<file path="config.mk">
export PLATFORM = sky130hd
export DESIGN_NAME = prio_irq_ctrl
export DESIGN_NICKNAME = d
export VERILOG_FILES = /design/src/rtl/pic_pkg.sv /design/src/rtl/pic_cmd_dec.sv /design/src/rtl/pic_req_latch.sv /design/src/rtl/pic_prio_res.sv /design/src/rtl/prio_irq_ctrl.sv
export SDC_FILE = /design/constraint.sdc
export NUM_CORES = 1
export LEC_CHECK = 0
export ABC_AREA = 1
export BUFFER_PORTS_ARGS = -buffer_cell sky130_fd_sc_hd__buf_2
export CORE_MARGIN = 2
export CORE_UTILIZATION = 35
export DETAILED_ROUTE_END_ITERATION = 16
export MAX_ROUTING_LAYER = met4
export PLACE_DENSITY = 0.52
export SLEW_MARGIN = 40
export SYNTH_ARGS = -nofsm -noshare
export SYNTH_HDL_FRONTEND = slang
export SYNTH_SLANG_ARGS = --single-unit
export TNS_END_PERCENT = 10
</file>
<file path="constraint.sdc">
create_clock -name clk -period 2.6 [get_ports clk]
set_input_delay 0.39 -clock clk [delete_from_list [all_inputs] [get_ports clk]]
set_output_delay 0.39 -clock clk [all_outputs]
set_load 0.01 [all_outputs]
</file>
<file path="src/rtl/pic_pkg.sv">
package pic_pkg;

    typedef enum logic [2:0] {
        ST_UNINIT,
        ST_BASE,
        ST_CASC,
        ST_MODE,
        ST_READY
    } init_st_e;

    typedef enum logic [1:0] {
        RS_REQ,
        RS_SVC,
        RS_CASC
    } rsel_e;

    typedef struct packed {
        logic init_start;
        logic cfg_word;
        logic mask_wr;
        logic eoi;
        logic rd_ctl;
    } wcmd_t;

endpackage

</file>
<file path="src/rtl/pic_cmd_dec.sv">
module pic_cmd_dec
    import pic_pkg::*;
(
    input  logic       sel,
    input  logic       wr_stb,
    input  logic       addr,
    input  logic [7:3] din_hi,
    input  init_st_e   st,
    output wcmd_t      cmd
);

    logic wr_en;
    logic is_ready;
    logic in_cfg;

    always_comb begin
        wr_en    = sel & wr_stb;
        is_ready = (st == ST_READY);
        in_cfg   = (st == ST_BASE) || (st == ST_CASC) || (st == ST_MODE);

        cmd.init_start = wr_en & ~addr & din_hi[4];
        cmd.cfg_word   = wr_en & addr & in_cfg;
        cmd.mask_wr    = wr_en & addr & is_ready;
        cmd.eoi        = wr_en & ~addr & ~din_hi[4] & ~din_hi[3] & is_ready
                         & (din_hi[7:5] == 3'b001);
        cmd.rd_ctl     = wr_en & ~addr & ~din_hi[4] & din_hi[3] & is_ready;
    end

endmodule

</file>
<file path="src/rtl/pic_req_latch.sv">
module pic_req_latch #(
    parameter int N = 8
) (
    input  logic         clk,
    input  logic         rst_n,
    input  logic [N-1:0] req_in,
    input  logic [N-1:0] clr,
    output logic [N-1:0] pend
);

    typedef struct packed {
        logic [N-1:0] prev;
        logic [N-1:0] pend;
    } lat_t;

    lat_t lat_d, lat_q;

    always_comb begin
        lat_d.prev = req_in;
        lat_d.pend = (lat_q.pend | (req_in & ~lat_q.prev)) & req_in & ~clr;
    end

    always_ff @(posedge clk or negedge rst_n) begin
        if (!rst_n) lat_q <= '0;
        else        lat_q <= lat_d;
    end

    assign pend = lat_q.pend;


    pend_needs_level_chk: assert property (@(posedge clk) disable iff (!rst_n)
        (lat_q.pend & ~lat_q.prev) == '0);

endmodule

</file>
<file path="src/rtl/pic_prio_res.sv">
module pic_prio_res #(
    parameter int N  = 8,
    parameter int LW = $clog2(N)
) (
    input  logic          clk,
    input  logic          rst_n,
    input  logic [N-1:0]  pend,
    input  logic [N-1:0]  mask,
    input  logic [N-1:0]  svc,
    output logic          hit,
    output logic [LW-1:0] lvl
);

    logic [N-1:0] elig;
    logic [N-1:0] first;
    logic         seen_any;
    logic         svc_seen;
    logic         blocked;

    genvar g;
    generate
        for (g = 0; g < N; g++) begin : g_elig
            assign elig[g] = pend[g] & ~mask[g];
        end
    endgenerate

    always_comb begin
        seen_any = 1'b0;
        svc_seen = 1'b0;
        blocked  = 1'b0;
        first    = '0;
        for (int i = 0; i < N; i++) begin
            svc_seen = svc_seen | svc[i];
            if (elig[i] && !seen_any) begin
                first[i] = 1'b1;
                blocked  = svc_seen;
            end
            seen_any = seen_any | elig[i];
        end
    end

    always_comb begin
        lvl = '0;
        for (int i = 0; i < N; i++) begin
            if (first[i]) lvl = LW'(i);
        end
    end

    assign hit = (|first) & ~blocked;

    logic [N-1:0] chk_upto;
    logic [N-1:0] chk_above;
    always_comb begin
        for (int i = 0; i < N; i++) begin
            chk_upto[i]  = (i <= int'(lvl));
            chk_above[i] = (i < int'(lvl));
        end
    end


    grant_rule_chk: assert property (@(posedge clk) disable iff (!rst_n)
        hit |-> (pend[lvl] && !mask[lvl] && ((svc & chk_upto) == '0)
                 && ((pend & ~mask & chk_above) == '0)));

endmodule

</file>
<file path="src/rtl/prio_irq_ctrl.sv">
module prio_irq_ctrl
    import pic_pkg::*;
#(
    parameter int N_REQ  = 8,
    parameter int DATA_W = 8
) (
    input  logic              clk,
    input  logic              rst_n,
    input  logic              cs,
    input  logic              a0,
    input  logic              wr,
    input  logic              rd,
    input  logic [DATA_W-1:0] din,
    output logic [DATA_W-1:0] dout,
    input  logic [N_REQ-1:0]  irq_in,
    output logic              int_out,
    input  logic              inta,
    output logic [DATA_W-1:0] vec
);

    localparam int LVL_W  = $clog2(N_REQ);
    localparam int BASE_W = DATA_W - LVL_W;
    localparam int PAD_W  = DATA_W - 1 - LVL_W;

    typedef struct packed {
        init_st_e          st;
        logic [N_REQ-1:0]  imr;
        logic [N_REQ-1:0]  isr;
        logic [BASE_W-1:0] vbase;
        logic [DATA_W-1:0] casc;
        logic              single;
        logic              need4;
        rsel_e             rsel;
        logic              poll_arm;
    } ctl_t;

    ctl_t ctl_d, ctl_q;

    wcmd_t             cmd;
    logic [N_REQ-1:0]  irr;
    logic [N_REQ-1:0]  ack_clr;
    logic [N_REQ-1:0]  eoi_hot;
    logic [N_REQ-1:0]  lvl_hot;
    logic              hit;
    logic [LVL_W-1:0]  lvl;
    logic              ready;
    logic              grant;
    logic              poll_rd;
    logic              ack_take;
    logic [LVL_W-1:0]  ack_lvl;
    logic              eoi_found;

    pic_cmd_dec u_dec (
        .sel    (cs),
        .wr_stb (wr),
        .addr   (a0),
        .din_hi (din[7:3]),
        .st     (ctl_q.st),
        .cmd    (cmd)
    );

    pic_req_latch #(.N(N_REQ)) u_lat (
        .clk    (clk),
        .rst_n  (rst_n),
        .req_in (irq_in),
        .clr    (ack_clr),
        .pend   (irr)
    );

    pic_prio_res #(.N(N_REQ), .LW(LVL_W)) u_res (
        .clk   (clk),
        .rst_n (rst_n),
        .pend  (irr),
        .mask  (ctl_q.imr),
        .svc   (ctl_q.isr),
        .hit   (hit),
        .lvl   (lvl)
    );

    always_comb begin
        ready    = (ctl_q.st == ST_READY);
        grant    = hit & ready;
        poll_rd  = cs & rd & ~a0 & ctl_q.poll_arm & ready;
        ack_take = ((inta & ready) | poll_rd) & grant;
        ack_lvl  = grant ? lvl : LVL_W'(N_REQ - 1);
        lvl_hot  = ack_take ? (N_REQ'(1) << lvl) : '0;
        ack_clr  = lvl_hot;
    end

    always_comb begin
        eoi_hot   = '0;
        eoi_found = 1'b0;
        for (int i = 0; i < N_REQ; i++) begin
            if (ctl_q.isr[i] && !eoi_found) begin
                eoi_hot[i] = 1'b1;
                eoi_found  = 1'b1;
            end
        end
    end

    assign int_out = grant;
    assign vec     = inta ? {ctl_q.vbase, ack_lvl} : '0;

    always_comb begin
        dout = '0;
        if (cs && rd) begin
            if (a0) begin
                dout[N_REQ-1:0] = ctl_q.imr;
            end else if (ctl_q.poll_arm && ready) begin
                dout = {grant, {PAD_W{1'b0}}, ack_lvl};
            end else begin
                case (ctl_q.rsel)
                    RS_SVC:  dout[N_REQ-1:0] = ctl_q.isr;
                    RS_CASC: dout = ctl_q.casc;
                    default: dout[N_REQ-1:0] = irr;
                endcase
            end
        end
    end

    always_comb begin
        ctl_d = ctl_q;
        if (cmd.init_start) begin
            ctl_d.st       = ST_BASE;
            ctl_d.imr      = '0;
            ctl_d.isr      = '0;
            ctl_d.rsel     = RS_REQ;
            ctl_d.poll_arm = 1'b0;
            ctl_d.single   = din[1];
            ctl_d.need4    = din[0];
        end else begin
            if (cmd.cfg_word) begin
                case (ctl_q.st)
                    ST_BASE: begin
                        ctl_d.vbase = din[DATA_W-1:LVL_W];
                        if (!ctl_q.single)    ctl_d.st = ST_CASC;
                        else if (ctl_q.need4) ctl_d.st = ST_MODE;
                        else                  ctl_d.st = ST_READY;
                    end
                    ST_CASC: begin
                        ctl_d.casc = din;
                        ctl_d.st   = ctl_q.need4 ? ST_MODE : ST_READY;
                    end
                    default: ctl_d.st = ST_READY;
                endcase
            end
            if (cmd.mask_wr) ctl_d.imr = din[N_REQ-1:0];
            if (cmd.rd_ctl) begin
                if (din[2]) ctl_d.poll_arm = 1'b1;
                case (din[1:0])
                    2'b11:   ctl_d.rsel = RS_SVC;
                    2'b10:   ctl_d.rsel = RS_REQ;
                    2'b01:   ctl_d.rsel = RS_CASC;
                    default: ctl_d.rsel = ctl_q.rsel;
                endcase
            end
            if (poll_rd) ctl_d.poll_arm = 1'b0;
            ctl_d.isr = (ctl_q.isr & ~(cmd.eoi ? eoi_hot : '0)) | lvl_hot;
        end
    end

    always_ff @(posedge clk or negedge rst_n) begin
        if (!rst_n) begin
            ctl_q          <= '0;
            ctl_q.st       <= ST_UNINIT;
            ctl_q.imr      <= '1;
            ctl_q.rsel     <= RS_REQ;
        end else begin
            ctl_q <= ctl_d;
        end
    end


    init_clears_chk: assert property (@(posedge clk) disable iff (!rst_n)
        cmd.init_start |=> (ctl_q.imr == '0 && ctl_q.isr == '0 && !int_out));


    ack_sets_svc_chk: assert property (@(posedge clk) disable iff (!rst_n)
        (inta && int_out && !cmd.init_start) |=> ctl_q.isr[$past(lvl)]);


    spurious_keeps_svc_chk: assert property (@(posedge clk) disable iff (!rst_n)
        (inta && !int_out && !cmd.init_start && !cmd.eoi) |=> ctl_q.isr == $past(ctl_q.isr));


    eoi_drops_one_chk: assert property (@(posedge clk) disable iff (!rst_n)
        (cmd.eoi && !ack_take && ctl_q.isr != '0)
        |=> $countones(ctl_q.isr) == $past($countones(ctl_q.isr)) - 1);


    poll_disarms_chk: assert property (@(posedge clk) disable iff (!rst_n)
        (poll_rd && !cmd.rd_ctl && !cmd.init_start) |=> !ctl_q.poll_arm);

endmodule

</file>
## After elaboration in Yosys (flattened, before gate mapping)

Cells that the tools add are included.

| cells by class | value |
|---|---|
| equal/unequal tests | 10 |
| shift-type cells | 1 |
| muxes and demuxes | 56 |
| bitwise logic cells | 64 |
| reduce and logical (&&, ||, !) cells | 43 |

Operator list:

| operator | count |
|---|---|
| $mux W8 | 7 |
| $mux W1 | 33 |
| $and A8 B8 Y8 | 4 |
| $mux W3 | 10 |
| $and A1 B1 Y1 | 28 |
| $not A8 Y8 | 3 |
| $mux W19 | 1 |
| $logic_and A1 B1 Y1 | 16 |
| $or A8 B8 Y8 | 2 |
| $pmux W8 S2 | 1 |
| $logic_not A1 Y1 | 14 |
| $or A1 B1 Y1 | 14 |
| $not A1 Y1 | 13 |
| $reduce_or A8 Y1 | 1 |
| $shl A1 B3 Y8 const A | 1 |
| $eq A2 B2 Y1 const B | 3 |
| $eq A3 B1 Y1 const B | 2 |
| $eq A3 B2 Y1 const B | 2 |
| $pmux W2 S3 | 1 |
| $pmux W3 S2 | 1 |
| $reduce_and A3 Y1 | 2 |
| $reduce_bool A2 Y1 | 3 |
| $reduce_bool A3 Y1 | 2 |
| $eq A2 B1 Y1 const B | 2 |
| other kinds (5) | 8 |

| storage, ports and cells | value |
|---|---|
| register bits | 53 |
| input bits | 23 |
| output and inout port bits | 17 |
| logic and storage cells | 185 |

## Depth between registers and ports, before layout

Gate-level depths: netlist (run 1).

| logic depth | value |
|---|---|
| word-level depth | 27 |
| depth in mapped cells | 13 |
| gate-level depth less buffers | 12 |

## Modules after synthesis

Synthesis (run 1) repeated with hierarchy kept, for this count alone.

| second synthesis, totals | value |
|---|---|
| cell total of the unflattened synthesis | 435 |
| area, all modules | 3,151.8 µm² |

Modules (own cells, without submodules):

| module | times used | cells each | area an instance (µm²) | seq. area each (µm²) |
|---|---|---|---|---|
| prio_irq_ctrl | 1 | 287 | 2,128.3 | 935.9 |
| pic_req_latch | 1 | 64 | 610.6 | 400.4 |
| pic_prio_res | 1 | 60 | 309.0 | 0.0 |
| pic_cmd_dec | 1 | 24 | 103.8 | 0.0 |

## Least setup slack after synthesis (run 1)

No wires, ideal clock.

| path | value |
|---|---|
| kind | register to output |
| start | register ctl_q[27] (netlist bit) |
| end | output dout[2] |
| data arrival time | 1,700 ps |
| data required time | 2,210 ps |
| path slack | 510 ps |
| stages on the path, launching flop included | 14 |
| buffers on the path | 1 |
| path through | dfstp_2 > inv_2 > nand2_2 > nand3_4 > nor2_4 > nand4_4 > nand2_1 > nand2_4 > nand3_4 > nor2_4 > buf_6 > nand2_1 > nor2_1 > nor2_1 |

| on the way | value |
|---|---|
| word-level cells in the longest chain between the ends | 18 |

RTL lines:

| item | line | text |
|---|---|---|
| from (decl) | prio_irq_ctrl.sv:37 | `ctl_t ctl_d, ctl_q;` |
| from (signal assigned) | prio_irq_ctrl.sv:169 | `ctl_q <= ctl_d;` |
| $not A1 Y1 (*) | pic_prio_res.sv:23 | `assign elig[g] = pend[g] & ~mask[g];` |
| $and A1 B1 Y1 (*) | pic_prio_res.sv:23 |  |
| $or A1 B1 Y1 | pic_prio_res.sv:38 | `seen_any = seen_any \| elig[i];` |
| $or A1 B1 Y1 or $logic_not A1 Y1 (tied branches) | pic_prio_res.sv:38, pic_prio_res.sv:34 |  |
| $or A1 B1 Y1 (tied with other cells) (4 in series) | pic_prio_res.sv:38 |  |
| $logic_not A1 Y1 (tied with other cells) | pic_prio_res.sv:34 | `if (elig[i] && !seen_any) begin` |
| $logic_and A1 B1 Y1 or $mux W1 (tied branches) | pic_prio_res.sv:34 |  |
| $mux W1 | pic_prio_res.sv:34 |  |
| $reduce_or A8 Y1 or $not A1 Y1 (tied branches) | pic_prio_res.sv:49 | `assign hit = (\|first) & ~blocked;` |
| $and A1 B1 Y1 (*) | pic_prio_res.sv:49 |  |
| $and A1 B1 Y1 (*) | prio_irq_ctrl.sv:82 | `grant = hit & ready;` |
| net int_out | prio_irq_ctrl.sv:16 | `output logic int_out,` |
| $mux W3 (*) | prio_irq_ctrl.sv:85 | `ack_lvl = grant ? lvl : LVL_W'(N_REQ - 1);` |
| $mux W8 (*) | prio_irq_ctrl.sv:109 | `end else if (ctl_q.poll_arm && ready) begin` |
| $mux W8 (*) | prio_irq_ctrl.sv:107 | `if (a0) begin` |
| $mux W8 (*) | prio_irq_ctrl.sv:106 | `if (cs && rd) begin` |
| to (decl) | prio_irq_ctrl.sv:14 | `output logic [DATA_W-1:0] dout,` |

The timed path passes the listed nets; every way through them passes the cells marked *.

## Worst setup path in the final report (run 1)

| path | value |
|---|---|
| start | register ctl_q[28] (netlist bit) |
| end | output dout[1] |

| on the way | value |
|---|---|
| word-level cells in the longest chain between the ends | 17 |

RTL lines:

| item | line |
|---|---|
| $not A1 Y1 (*) | pic_prio_res.sv:23 |
| $and A1 B1 Y1 (*) | pic_prio_res.sv:23 |
| $or A1 B1 Y1 | pic_prio_res.sv:38 |
| $or A1 B1 Y1 or $logic_not A1 Y1 (tied branches) | pic_prio_res.sv:38, pic_prio_res.sv:34 |
| $or A1 B1 Y1 (tied with other cells) (3 in series) | pic_prio_res.sv:38 |
| $logic_not A1 Y1 (tied with other cells) | pic_prio_res.sv:34 |
| $logic_and A1 B1 Y1 or $mux W1 (tied branches) | pic_prio_res.sv:34 |
| $mux W1 | pic_prio_res.sv:34 |
| $reduce_or A8 Y1 or $not A1 Y1 (tied branches) | pic_prio_res.sv:49 |
| $and A1 B1 Y1 | pic_prio_res.sv:49 |
| $and A1 B1 Y1 | prio_irq_ctrl.sv:82 |
| $mux W3 (*) | prio_irq_ctrl.sv:85 |
| $mux W8 (*) | prio_irq_ctrl.sv:109 |
| $mux W8 (*) | prio_irq_ctrl.sv:107 |
| $mux W8 (*) | prio_irq_ctrl.sv:106 |

Mark *: on every way between the ends. The rest lies on a longest branch, timed or not.

==> summary.md, run 1 <==
| Metric | Value |
|---|---|
| Outcome | finished clean |
| Root buffer cell | sky130_fd_sc_hd__clkbuf_8 |
| Sequential power share | 45.4% |
| Post-detailed-placement cell area | 3200 um^2 |
| Clock transition at the register clock pins on the worst setup and hold paths after CTS | 100 ps |
| Fraction of synthesized area in multiplexers | 0% |
| Design internal power | 0.00164 W |
| Standby leakage power | 1.72 nW |
| RSZ-0062 raised after global routing | yes |
| Final Hold Fails | 0 |
| Max-slew violations | 0 |
| Wire length of the first global-routing pass | 12,900 um |
| Pin count of the biggest net entering global routing | 54 |
| Die width | 94.7 um |
| Number of primary I/O pins | 40 |
| Area of the die | 8970 um^2 |
| Antenna violations before repair | 0 |
| Number of DRC violations after detailed-routing iteration 0 | 113 |
| Synth warn | 0 |
| HP Class | primary input to asynchronous set/reset pin |
| Combinational power share | 35.3% |
| R2r worst-path depth | 11 |
| Source-to-sink clock delay at the later pin of the worst-skew pair | 310 ps |
| Xor/xnor share of the synthesized area | 0% |
| Type of origin of the critical path | flop |
| Number of distinct library cells after synthesis | 35 |
| Reg-to-reg slack, setup | 630 ps |
| CP Data Arrival Time | 2170 ps |
| Vias per inst | 4.99 |
| Maximum fanout encountered on the critical timing path | 7 |
| Cell class contributing the biggest share of worst-path delay | simple AND/OR/NAND/NOR gates |
| Netlist area before placement | 2880 um^2 |
| Cell row count | 33 |
| Initial core utilization | 35.6% |
| Number of detailed-route iterations in the first pass | 4 |
| CP max-delay cell | sky130_fd_sc_hd__dfstp_2 |
| Cell-by-cell listing of the critical path | inv_1, nand2_2, nand3_4, nor2_4, nand4_4, nand2_2, nor2_2, nor2_4, nand2_2, nor2_1, nor2_1, buf_2 |
| Crit end category | output port |
| Sw Share | 38.6% |
| Hold buffers post-CTS | 0 |
| Average cell area after synthesis | 8.00 um^2 |
| Adder-cell share of the synthesized area | 2.17% |
| Routed wirelength normalized by instance count | 15.2 um |
| Clk_skew | 6.43 ps |
| Cell seen most often among critical-path stages | sky130_fd_sc_hd__nand2_2 |
| Total routing resource utilization after global routing | 19.5% |
| Total nets after synthesis | 388 |
| Max capacitance violation total | 0 |
| Count of buffer and inverter cells on the critical path | 2 |
| Vias in the first global route | 2,507 |
| Required time of the critical path | 2210 ps |
| Final count of negative-setup-slack endpoints | 0 |
| Final critical-path setup slack | 40.5 ps |
| Number of nets in the finished design | 430 |
| Share of power burned in the clock network | 19.4% |
| Delay of the slowest cell on the worst path | 540 ps |
| Launch point of the worst reg-to-reg path | ctl_q[28]$_DFFE_PN1P_ |
| Worst Tran Pin Value | 471 ps |
| Number of instances in the synthesized netlist | 360 |
| Pwr Density | 796 nW/um^2 |
| Overall die height | 94.7 um |
| Number of antenna-violating nets in the routed design | 0 |
| Post-route worst hold slack | 57.2 ps |
| Max clock buf depth | 2 |
| Number of DRC violations after detailed routing | 0 |
| Category of the most critical setup path | flop to output port |
| Detailed Place HPWL | 5930 um |
| TritonCTS clock tree | done |
| Diode count | 0 |
| Routed wire length | 7720 um |
| Largest family of logic cells by synthesized area | simple AND/OR/NAND/NOR gates |
| Post-Route Utilization | 41.5% |
| Simple-gate area share of the yosys netlist | 24.3% |
| Vias | 2,533 |
| Proportion of synthesized chip area in sequential cells | 46.4% |
| Number of sinks on the clock net | 53 |
| Power consumption | 0.00267 W |
| Layout Area Growth over Synthesis | 16.5% |
| Post-route fraction of the period consumed by the critical path | 98.4% |
| Share of final-layout standard cells stronger than drive strength 1 | 24.1% |
| Worst supply voltage drop on vdd | 0.319 mV |
| Area of the placeable core | 8090 um^2 |
| Worst slack after detailed placement | 255 ps |
| Sw Pwr | 0.00103 W |
| CTS H-tree depth | 2 |
| Reg-to-Reg End | ctl_q[19]$_DFF_PN0_ |
| Grt ovf | 0 |
| Number of buffers added by the clock tree synthesis step | 5 |
| Remaining max-slew budget at the tightest pin | 68.4% |
| Synthesis-stage register bit count | 53 |
| Shortest period the worst path allows | 2560 ps |
| Fmax | 0.391 GHz |
| Final estimated routing congestion in global placement | 0.910 |
| Final instance area | 3350 um^2 |
| Number of input and output port buffers inserted | 39 |
| Compound-Gate Fraction of Synth Area | 17.5% |
[layout by cell type, fill, tap and decap left out, types with 3 or more instances in the layout]
| cell | synthesis | layout |
|---|---|---|
| sky130_fd_sc_hd__nor3_1 | 3 | 3 |
| sky130_fd_sc_hd__a31oi_1 | 3 | 3 |
| sky130_fd_sc_hd__clkbuf_8 | 0 | 7 |
| sky130_fd_sc_hd__inv_1 | 54 | 54 |
| sky130_fd_sc_hd__a221oi_1 | 5 | 5 |
| sky130_fd_sc_hd__buf_4 | 0 | 3 |
| sky130_fd_sc_hd__nand4_1 | 6 | 6 |
| sky130_fd_sc_hd__buf_2 | 0 | 39 |
| sky130_fd_sc_hd__o22ai_1 | 6 | 6 |
| sky130_fd_sc_hd__dfrtp_1 | 45 | 44 |
| sky130_fd_sc_hd__nor2_2 | 3 | 6 |
| sky130_fd_sc_hd__nand3_1 | 18 | 18 |
| sky130_fd_sc_hd__o221ai_1 | 4 | 4 |
| sky130_fd_sc_hd__dfstp_2 | 8 | 8 |
| sky130_fd_sc_hd__o21ai_0 | 33 | 33 |
| sky130_fd_sc_hd__ha_1 | 5 | 4 |
| sky130_fd_sc_hd__nor2_1 | 34 | 31 |
| sky130_fd_sc_hd__nand2_2 | 4 | 9 |
| sky130_fd_sc_hd__a21oi_1 | 26 | 25 |
| sky130_fd_sc_hd__o31ai_1 | 4 | 4 |
| sky130_fd_sc_hd__nand2_4 | 1 | 3 |
| sky130_fd_sc_hd__inv_2 | 8 | 8 |
| sky130_fd_sc_hd__nand2_1 | 65 | 58 |
[cells in the mapped netlist]
master / n / area share [%]
sky130_fd_sc_hd__nand2_1: 65 / 8.5
sky130_fd_sc_hd__clkbuf_1: 6 / 0.78
sky130_fd_sc_hd__buf_6: 1 / 0.39
sky130_fd_sc_hd__buf_1: 1 / 0.13
sky130_fd_sc_hd__nand3_2: 2 / 0.70
sky130_fd_sc_hd__nor3_4: 1 / 0.57
sky130_fd_sc_hd__nand2_2: 4 / 0.87
sky130_fd_sc_hd__a221oi_1: 5 / 1.5
sky130_fd_sc_hd__a22o_1: 2 / 0.61
sky130_fd_sc_hd__dfrtp_1: 45 / 39
sky130_fd_sc_hd__nor2_2: 3 / 0.65
sky130_fd_sc_hd__inv_2: 8 / 1.0
sky130_fd_sc_hd__nor2_1: 34 / 4.4
sky130_fd_sc_hd__ha_1: 5 / 2.2
sky130_fd_sc_hd__o211a_1: 1 / 0.35
sky130_fd_sc_hd__nand4_4: 1 / 0.74
sky130_fd_sc_hd__clkinv_1: 2 / 0.26
sky130_fd_sc_hd__inv_1: 54 / 7.0
sky130_fd_sc_hd__nand3_1: 18 / 3.1
sky130_fd_sc_hd__o211ai_1: 1 / 0.26
sky130_fd_sc_hd__nand3_4: 2 / 1.2
sky130_fd_sc_hd__nor2_4: 2 / 0.78
sky130_fd_sc_hd__nor3_1: 3 / 0.52
sky130_fd_sc_hd__nand2_4: 1 / 0.39
sky130_fd_sc_hd__a31oi_1: 3 / 0.65
sky130_fd_sc_hd__dfstp_2: 8 / 7.3
sky130_fd_sc_hd__o22ai_1: 6 / 1.3
sky130_fd_sc_hd__or2_4: 1 / 0.30
sky130_fd_sc_hd__o31ai_1: 4 / 1.0
sky130_fd_sc_hd__nand4_1: 6 / 1.3
sky130_fd_sc_hd__and2_1: 1 / 0.22
sky130_fd_sc_hd__o221ai_1: 4 / 1.2
sky130_fd_sc_hd__a211oi_1: 1 / 0.26
sky130_fd_sc_hd__a21oi_1: 26 / 4.5
sky130_fd_sc_hd__o21ai_0: 33 / 5.7
[worst reg2reg max path: stages, from the launching register on]
cell,delay [ps]
sky130_fd_sc_hd__dfstp_2,540
sky130_fd_sc_hd__inv_1,50
sky130_fd_sc_hd__nand2_2,100
sky130_fd_sc_hd__nand3_4,90
sky130_fd_sc_hd__nor2_4,170
sky130_fd_sc_hd__nand4_4,130
sky130_fd_sc_hd__nand2_2,110
sky130_fd_sc_hd__nor2_2,50
sky130_fd_sc_hd__nor2_4,220
sky130_fd_sc_hd__buf_4,190
sky130_fd_sc_hd__nand3_1,100
sky130_fd_sc_hd__a21oi_1,150
[worst max-delay path by stage]
stage | from | end | slack, ps | cells after the start
2_1_floorplan | ctl_q[27]$_DFFE_PN1P_ | dout[2] | 510 | 13
3_3_place_gp | ctl_q[18]$_DFF_PN0_ | dout[0] | 330 | 12
4_1_cts | ctl_q[18]$_DFF_PN0_ | dout[2] | 10 | 12
3_5_place_dp | ctl_q[29]$_DFFE_PN1P_ | dout[2] | 250 | 12
6_report | ctl_q[28]$_DFFE_PN1P_ | dout[1] | 40 | 12
5_1_grt | ctl_q[18]$_DFF_PN0_ | dout[1] | -110 | 13
[flip-flops by register name (all words and copies together) (netlist names)]
register / count
u_lat.pend: 8
u_lat.lat_q: 8
ctl_q: 37
[final cells by class]
class,count,area [um^2]
fillers,878,4740
flip-flops and latches,53,1340
multi-input cells,235,1310
inverters,64,240
repair buffers,43,238
well taps,105,131
clock buffers,7,96.3
clock inverters,1,5.00
[per-layer routing]
layer | share of wire, % | up-vias | wire [um] | track usage (%)
li1 | - | 1270 | - | -
met1 | 49 | 1212 | 3800 | 28.1
met2 | 45 | 46 | 3440 | 28.8
met3 | 5.4 | 5 | 413 | 2.79
met4 | 0.82 | 0 | 63 | 5.56
met5 | 0 | - | 0 | -
[power by group through the flow]
stage               combinational (W)  sequential, W  clock, W
floorplan                    0.000685        0.00117         0
global placement             0.000897        0.00122         0
detailed placement           0.000906        0.00122         0
CTS                          0.000918        0.00121  0.000534
global route                  0.00107        0.00123  0.000568
finish                       0.000941        0.00121  0.000517
[timing repair]
item                                   in CTS  in global routing
gates resized for setup                     0                 15
setup endpoints to repair                   7                  9
buffers inserted                            1                  1
pin swaps                                   1                  3
endpoints found under the hold margin       0                  0
[per-stage QoR]
step / std cells / TNS (ps)
floorplan: 360 / 0
global placement: 498 / 0
detailed placement: 498 / 0
CTS: 507 / 0
global route: 508 / -555
finish: 508 / 0
[logic make-up after synthesis]
kind of cell	count (synthesis)
simple gates	144
flops	53
buf+inv	72
compound gates	86
fa+ha+maj	5
(Power assumes the default switching activity.)
==> inputs of run 2 (changes only) <==
--- a/config.mk
+++ b/config.mk
@@ -8,10 +8,10 @@
 export ABC_AREA = 1
 export BUFFER_PORTS_ARGS = -buffer_cell sky130_fd_sc_hd__buf_2
 export CORE_MARGIN = 2
-export CORE_UTILIZATION = 35
+export CORE_UTILIZATION = 50
 export DETAILED_ROUTE_END_ITERATION = 16
 export MAX_ROUTING_LAYER = met4
-export PLACE_DENSITY = 0.52
+export PLACE_DENSITY = 0.7
 export SLEW_MARGIN = 40
 export SYNTH_ARGS = -nofsm -noshare
 export SYNTH_HDL_FRONTEND = slang
==> run 2 against run 1 <==
  * Clock-buffer cell count increased by 1
  * Critical path depth unchanged
  * Fmax decreased by 0.53%
  * First-iteration DRC count increased by 130%
  * Die area decreased by 29%
  * Routed wire length decreased by 2.0%
  * Combinational power increased by 5.5%
==> summary.md, run 2 (same netlist as run 1, synthesis figures left out) <==
| Metric | Value |
|---|---|
| Number of sinks on the clock net | 53 |
| Remaining max-slew budget at the tightest pin | 58.0% |
| Number of DRC violations after detailed routing | 0 |
| Pin count of the biggest net entering global routing | 28 |
| Diode count | 0 |
| Final critical-path setup slack | 26.8 ps |
| Post-detailed-placement cell area | 3150 um^2 |
| R2r worst-path depth | 9 |
| Clk_skew | 6.92 ps |
| Initial core utilization | 52.0% |
| Delay of the slowest cell on the worst path | 560 ps |
| Cell row count | 27 |
| Launch point of the worst reg-to-reg path | ctl_q[34]$_DFFE_PN0P_ |
| Shortest period the worst path allows | 2570 ps |
| Area of the die | 6380 um^2 |
| Number of antenna-violating nets in the routed design | 0 |
| Die width | 79.9 um |
| Vias in the first global route | 2,638 |
| Max clock buf depth | 2 |
| Pwr Density | 808 nW/um^2 |
| Number of buffers added by the clock tree synthesis step | 5 |
| Standby leakage power | 1.72 nW |
| Number of detailed-route iterations in the first pass | 6 |
| Fill count | 527 |
| Total routing resource utilization after global routing | 26.2% |
| Wire length of the first global-routing pass | 12,400 um |
| Root buffer cell | sky130_fd_sc_hd__clkbuf_8 |
| Post-route fraction of the period consumed by the critical path | 99.0% |
| Count of buffer and inverter cells on the critical path | 2 |
| Post-route worst hold slack | 82.3 ps |
| Antenna violations before repair | 0 |
| TritonCTS clock tree | done |
| Category of the most critical setup path | flop to output port |
| Fmax | 0.389 GHz |
| Number of nets in the finished design | 432 |
| Overall die height | 79.9 um |
| Outcome | finished clean |
| Layout Area Growth over Synthesis | 15.5% |
| Cell class contributing the biggest share of worst-path delay | simple AND/OR/NAND/NOR gates |
| Number of DRC violations after detailed-routing iteration 0 | 260 |
| Area of the placeable core | 5540 um^2 |
| Max reg flops | 37 |
| RSZ-0062 raised after global routing | yes |
| WP depth | 12 |
| Max-slew violations | 0 |
| Worst slack after detailed placement | 325 ps |
| Clock transition at the register clock pins on the worst setup and hold paths after CTS | 90 ps |
| CP Data Arrival Time | 2180 ps |
| Share of final-layout standard cells stronger than drive strength 1 | 23.5% |
| Number of input and output port buffers inserted | 39 |
| Source-to-sink clock delay at the later pin of the worst-skew pair | 310 ps |
| Design internal power | 0.00163 W |
| Worst Tran Pin Value | 630 ps |
| Largest register by flop count | ctl_q |
| CP max-delay cell | sky130_fd_sc_hd__dfstp_2 |
| Worst supply voltage drop on vdd | 0.524 mV |
| Routed wirelength normalized by instance count | 15.9 um |
| Cell seen most often among critical-path stages | sky130_fd_sc_hd__nor2_4 |
| Sw Share | 39.2% |
| Reg-to-Reg End | ctl_q[23]$_DFF_PN0_ |
| Share of power burned in the clock network | 17.9% |
| Final Hold Fails | 0 |
| Detailed Place HPWL | 5770 um |
| Setup TNS | 0 ps |
| Sequential power share | 45.1% |
| Maximum fanout encountered on the critical timing path | 6 |
| Reg-to-reg slack, setup | 610 ps |
| Number of primary I/O pins | 40 |
| Final count of negative-setup-slack endpoints | 0 |
| Vias per inst | 5.62 |
| Power consumption | 0.00269 W |
| Combinational power share | 37.0% |
| CTS H-tree depth | 2 |
| Crit end category | output port |
| Max capacitance violation total | 0 |
| Cell-by-cell listing of the critical path | inv_2, nand2_4, nand3_4, nor2_4, nand4_4, nand2_4, nor2_4, nor2_4, nand2_2, nor2_2, nor2_1, buf_2 |
| Most common library cell in the layout ignoring fill and taps | sky130_fd_sc_hd__nand2_1 |
| Final estimated routing congestion in global placement | 1.04 |
| Highest-count cells in the layout ignoring fill and taps | 61 x sky130_fd_sc_hd__nand2_1, 53 x sky130_fd_sc_hd__inv_1, 45 x sky130_fd_sc_hd__dfrtp_1 |
| Vias | 2,680 |
| Sw Pwr | 0.00105 W |
| HP Class | primary input to asynchronous set/reset pin |
| Type of origin of the critical path | flop |
| Final instance area | 3320 um^2 |
| Required time of the critical path | 2210 ps |
| Grt ovf | 0 |
| Routed wire length | 7570 um |
-- run 2: worst max-delay path by stage --
stage / from / end / slack [ps]
6_report: ctl_q[27]$_DFFE_PN1P_ / dout[1] / 30
5_1_grt: ctl_q[27]$_DFFE_PN1P_ / dout[1] / -80
4_1_cts: ctl_q[18]$_DFF_PN0_ / dout[2] / 50
3_5_place_dp: ctl_q[27]$_DFFE_PN1P_ / dout[2] / 330
3_3_place_gp: ctl_q[29]$_DFFE_PN1P_ / dout[0] / 390
2_1_floorplan: ctl_q[27]$_DFFE_PN1P_ / dout[2] / 510
-- run 2: metal layers --
layer / up-vias / GRT usage (%) / routed length, um
met5: - / - / 0
met4: 0 / 14.1 / 295
met3: 28 / 5.09 / 536
met2: 121 / 38.3 / 3430
met1: 1266 / 34.5 / 3300
li1: 1265 / - / -
-- run 2: cell type report --
type,count,area (um^2),share of cell area [%]
flip-flops and latches,53,1340,40.2
multi-input cells,236,1320,39.8
repair buffers,44,245,7.38
inverters,64,240,7.23
clock buffers,8,90.1,2.71
well taps,72,90.1,2.71
-- run 2: what timing repair did --
action,4_1_cts,5_1_grt
resized for setup,0,17
cloned,1,0
endpoints found under the setup margin,5,8
hold endpoints to repair,0,0
hold buffers,0,0
buffers inserted,1,2
pin swaps,1,9
-- run 2: power groups by stage --
stage / Clock [W] / Combinational, W / Sequential (W)
after floorplan: 0 / 0.000685 / 0.00117
after global placement: 0 / 0.000879 / 0.00121
after detailed placement: 0 / 0.000907 / 0.00122
after CTS: 0.000493 / 0.000935 / 0.00120
after global routing: 0.000519 / 0.00111 / 0.00123
final: 0.000480 / 0.000993 / 0.00121
-- run 2: stage by stage --
stage | instances | util, %
after detailed placement | 465 | 56.9
final | 477 | 60.0
after global routing | 477 | 60.0
after global placement | 465 | 56.9
after CTS | 475 | 58.8
after floorplan | 360 | -
==> inputs of run 3 (changes only) <==
--- a/config.mk
+++ b/config.mk
@@ -8,10 +8,10 @@
 export ABC_AREA = 1
 export BUFFER_PORTS_ARGS = -buffer_cell sky130_fd_sc_hd__buf_2
 export CORE_MARGIN = 2
-export CORE_UTILIZATION = 50
+export CORE_UTILIZATION = 57
 export DETAILED_ROUTE_END_ITERATION = 16
 export MAX_ROUTING_LAYER = met4
-export PLACE_DENSITY = 0.7
+export PLACE_DENSITY = 0.78
 export SLEW_MARGIN = 40
 export SYNTH_ARGS = -nofsm -noshare
 export SYNTH_HDL_FRONTEND = slang
==> run 3 against run 2 <==
  * First-iteration DRC count rose by 9.6%
  * Flip-flop and latch count did not move
  * Sequential power barely moved
  * Power rose by 3.9%
  * Critical path depth did not move
  * Largest power group unchanged
  * Register-to-register slack got worse by 40 ps
  * Cell area rose by 0.94%
  * Clock skew rose by 2.3 ps
  * Clock power rose by 24%
  * Sequential share of layout area fell by 0.37 points
  * Core utilization rose by 10 points
  * Via count rose by 2.6%
==> summary.md, run 3 (same netlist as run 1, synthesis figures left out) <==
| Metric | Value |
|---|---|
| HP Class | primary input to asynchronous set/reset pin |
| Number of DRC violations after detailed routing | 0 |
| Clock transition at the register clock pins on the worst setup and hold paths after CTS | 100 ps |
| RSZ-0062 raised after global routing | yes |
| Number of input and output port buffers inserted | 39 |
| Area of the placeable core | 4790 um^2 |
| Required time of the critical path | 2210 ps |
| Antenna violations before repair | 0 |
| Highest-count cells in the layout ignoring fill and taps | 61 x sky130_fd_sc_hd__nand2_1, 53 x sky130_fd_sc_hd__inv_1, 45 x sky130_fd_sc_hd__dfrtp_1 |
| Layout Area Growth over Synthesis | 16.6% |
| Total routing resource utilization after global routing | 30.1% |
| Number of primary I/O pins | 40 |
| Final Hold Fails | 0 |
| Post-route fraction of the period consumed by the critical path | 98.5% |
| Routed wirelength normalized by instance count | 15.8 um |
| Power consumption | 0.00279 W |
| CTS H-tree depth | 2 |
| Max capacitance violation total | 0 |
| Final estimated routing congestion in global placement | 0.991 |
| Pwr Density | 832 nW/um^2 |
| Pin count of the biggest net entering global routing | 39 |
| Count of buffer and inverter cells on the critical path | 2 |
| Vias per inst | 5.78 |
| Combinational power share | 35.2% |
| Worst Tran Pin Value | 475 ps |
| Most common library cell in the layout ignoring fill and taps | sky130_fd_sc_hd__nand2_1 |
| Share of final-layout standard cells stronger than drive strength 1 | 24.0% |
| Cell-by-cell listing of the critical path | inv_2, nand2_4, nand3_4, nor2_4, nand4_4, nand2_2, nor2_2, nor2_4, nand2_2, nor2_1, nor2_1, buf_2 |
| CP max-delay cell | sky130_fd_sc_hd__dfstp_2 |
| Die width | 75.1 um |
| Type of origin of the critical path | flop |
| TritonCTS clock tree | done |
| Area of the die | 5640 um^2 |
| Worst supply voltage drop on vdd | 0.585 mV |
| Maximum fanout encountered on the critical timing path | 7 |
| Clk_skew | 9.20 ps |
| Sw Share | 37.8% |
| CP Data Arrival Time | 2170 ps |
| Root buffer cell | sky130_fd_sc_hd__clkbuf_8 |
| Routed wire length | 7540 um |
| Cell row count | 25 |
| Detailed Place HPWL | 5700 um |
| Initial core utilization | 60.2% |
| Largest register by flop count | ctl_q |
| Number of detailed-route iterations in the first pass | 5 |
| Shortest period the worst path allows | 2560 ps |
| Crit end category | output port |
| Wire length of the first global-routing pass | 12,200 um |
| Max reg flops | 37 |
| Fmax | 0.390 GHz |
| Filler-free cell count of the finished design | 476 |
| Max clock buf depth | 2 |
| Standby leakage power | 1.75 nW |
| Source-to-sink clock delay at the later pin of the worst-skew pair | 310 ps |
| Cell class contributing the biggest share of worst-path delay | simple AND/OR/NAND/NOR gates |
| Number of buffers added by the clock tree synthesis step | 5 |
| Post-Place Cells | 461 |
| Overall die height | 75.1 um |
| Outcome | finished clean |
| Number of nets in the finished design | 436 |
| Sequential power share | 43.5% |
| Max-slew violations | 0 |
| Sw Pwr | 0.00105 W |
| Vias in the first global route | 2,625 |
| Grt ovf | 0 |
| Number of DRC violations after detailed-routing iteration 0 | 285 |
| Design internal power | 0.00174 W |
| Number of sinks on the clock net | 53 |
| Remaining max-slew budget at the tightest pin | 68.4% |
| Number of antenna-violating nets in the routed design | 0 |
| Delay of the slowest cell on the worst path | 560 ps |
| Share of power burned in the clock network | 21.3% |
| Final count of negative-setup-slack endpoints | 0 |
| Vias | 2,750 |
| Hold buffers post-CTS | 0 |
| Category of the most critical setup path | flop to output port |
| Diode count | 0 |
[run 3: cell types whose count changed in the layout (fill, tap and decap cells not counted), moves of 2 or more]
| cell | change |
|---|---|
| sky130_fd_sc_hd__nor2_1 | +2 |
| sky130_fd_sc_hd__clkbuf_1 | -2 |
| sky130_fd_sc_hd__buf_4 | +7 |
| sky130_fd_sc_hd__nor2_2 | -3 |
[run 3: layout make-up]
class                           count  area [um^2]
Tap cell                           67         83.8
Inverter                           64          240
Fill cell                         412         1430
Clock inverter                      2         37.5
Sequential cell                    53         1340
Timing Repair Buffer               49          273
Clock buffer                        6         82.6
Multi-Input combinational cell    235         1300
[run 3: path summary, 6_finish.rpt]
check	startpoint	end	cells past startpoint	slack [ps]
worst min register to register	ctl_q[9]$_DFFE_PN0P_	ctl_q[9]$_DFFE_PN0P_	2	500
worst max register to register	ctl_q[26]$_DFFE_PN1P_	u_lat.pend[0]$_DFF_PN0_	13	570
min in group clk	irq_in[3]	u_lat.lat_q[11]$_DFF_PN0_	1	190
worst min-delay path	rst_n	ctl_q[17]$_DFFE_PN0P_	1	30
max in group asynchronous	rst_n	u_lat.lat_q[9]$_DFF_PN0_	2	2030
worst max-delay path	ctl_q[26]$_DFFE_PN1P_	dout[0]	12	40
[run 3: metal layers]
metal	track usage (%)	wire, um
met2	44.7	3380
met4	12.7	209
met1	41.5	3360
met5	-	0
met3	4.15	588
[run 3: worst reg2reg max path, cell delays in order, from the launching register on]
cell and delay, ps:
sky130_fd_sc_hd__dfstp_2 560, sky130_fd_sc_hd__inv_2 50, sky130_fd_sc_hd__nand2_4 70, sky130_fd_sc_hd__nand3_4 80, sky130_fd_sc_hd__nor2_4 170, sky130_fd_sc_hd__nand4_4 140
sky130_fd_sc_hd__nand2_2 110, sky130_fd_sc_hd__nor2_2 50, sky130_fd_sc_hd__nor2_4 220, sky130_fd_sc_hd__buf_4 150, sky130_fd_sc_hd__buf_4 100, sky130_fd_sc_hd__nand3_1 100
sky130_fd_sc_hd__nand2_1 80, sky130_fd_sc_hd__nor2_1 30
[run 3: repair_timing]
item                                    4_1_cts  5_1_grt
gates resized for setup                       0       12
pin swaps                                     1        9
buffers inserted                              2        5
endpoints found under the setup margin        3        9
[run 3: power by group through the flow]
| stage | Clock (W) | Sequential [W] | Combinational, W |
|---|---|---|---|
| 2_1_floorplan | 0 | 0.00117 | 0.000685 |
| 3_3_place_gp | 0 | 0.00122 | 0.000875 |
| 3_5_place_dp | 0 | 0.00122 | 0.000894 |
| 4_1_cts | 0.000600 | 0.00121 | 0.000917 |
| 5_1_grt | 0.000626 | 0.00123 | 0.00111 |
| 6_report | 0.000593 | 0.00122 | 0.000982 |
[run 3: metrics by stage]
| step | utilization [%] | TNS [ps] | area (um^2) | setup slack [ps] | hold WS [ps] |
|---|---|---|---|---|---|
| 2_1_floorplan | - | 0 | 2880 | 510 | 94.4 |
| 3_3_place_gp | 65.7 | 0 | 3140 | 377 | 466 |
| 3_5_place_dp | 65.7 | 0 | 3140 | 306 | 473 |
| 4_1_cts | 68.5 | 0 | 3280 | 68.1 | 190 |
| 5_1_grt | 70.1 | -366 | 3360 | -124 | 54.9 |
| 6_report | 70.1 | 0 | 3360 | 37.9 | 25.5 |
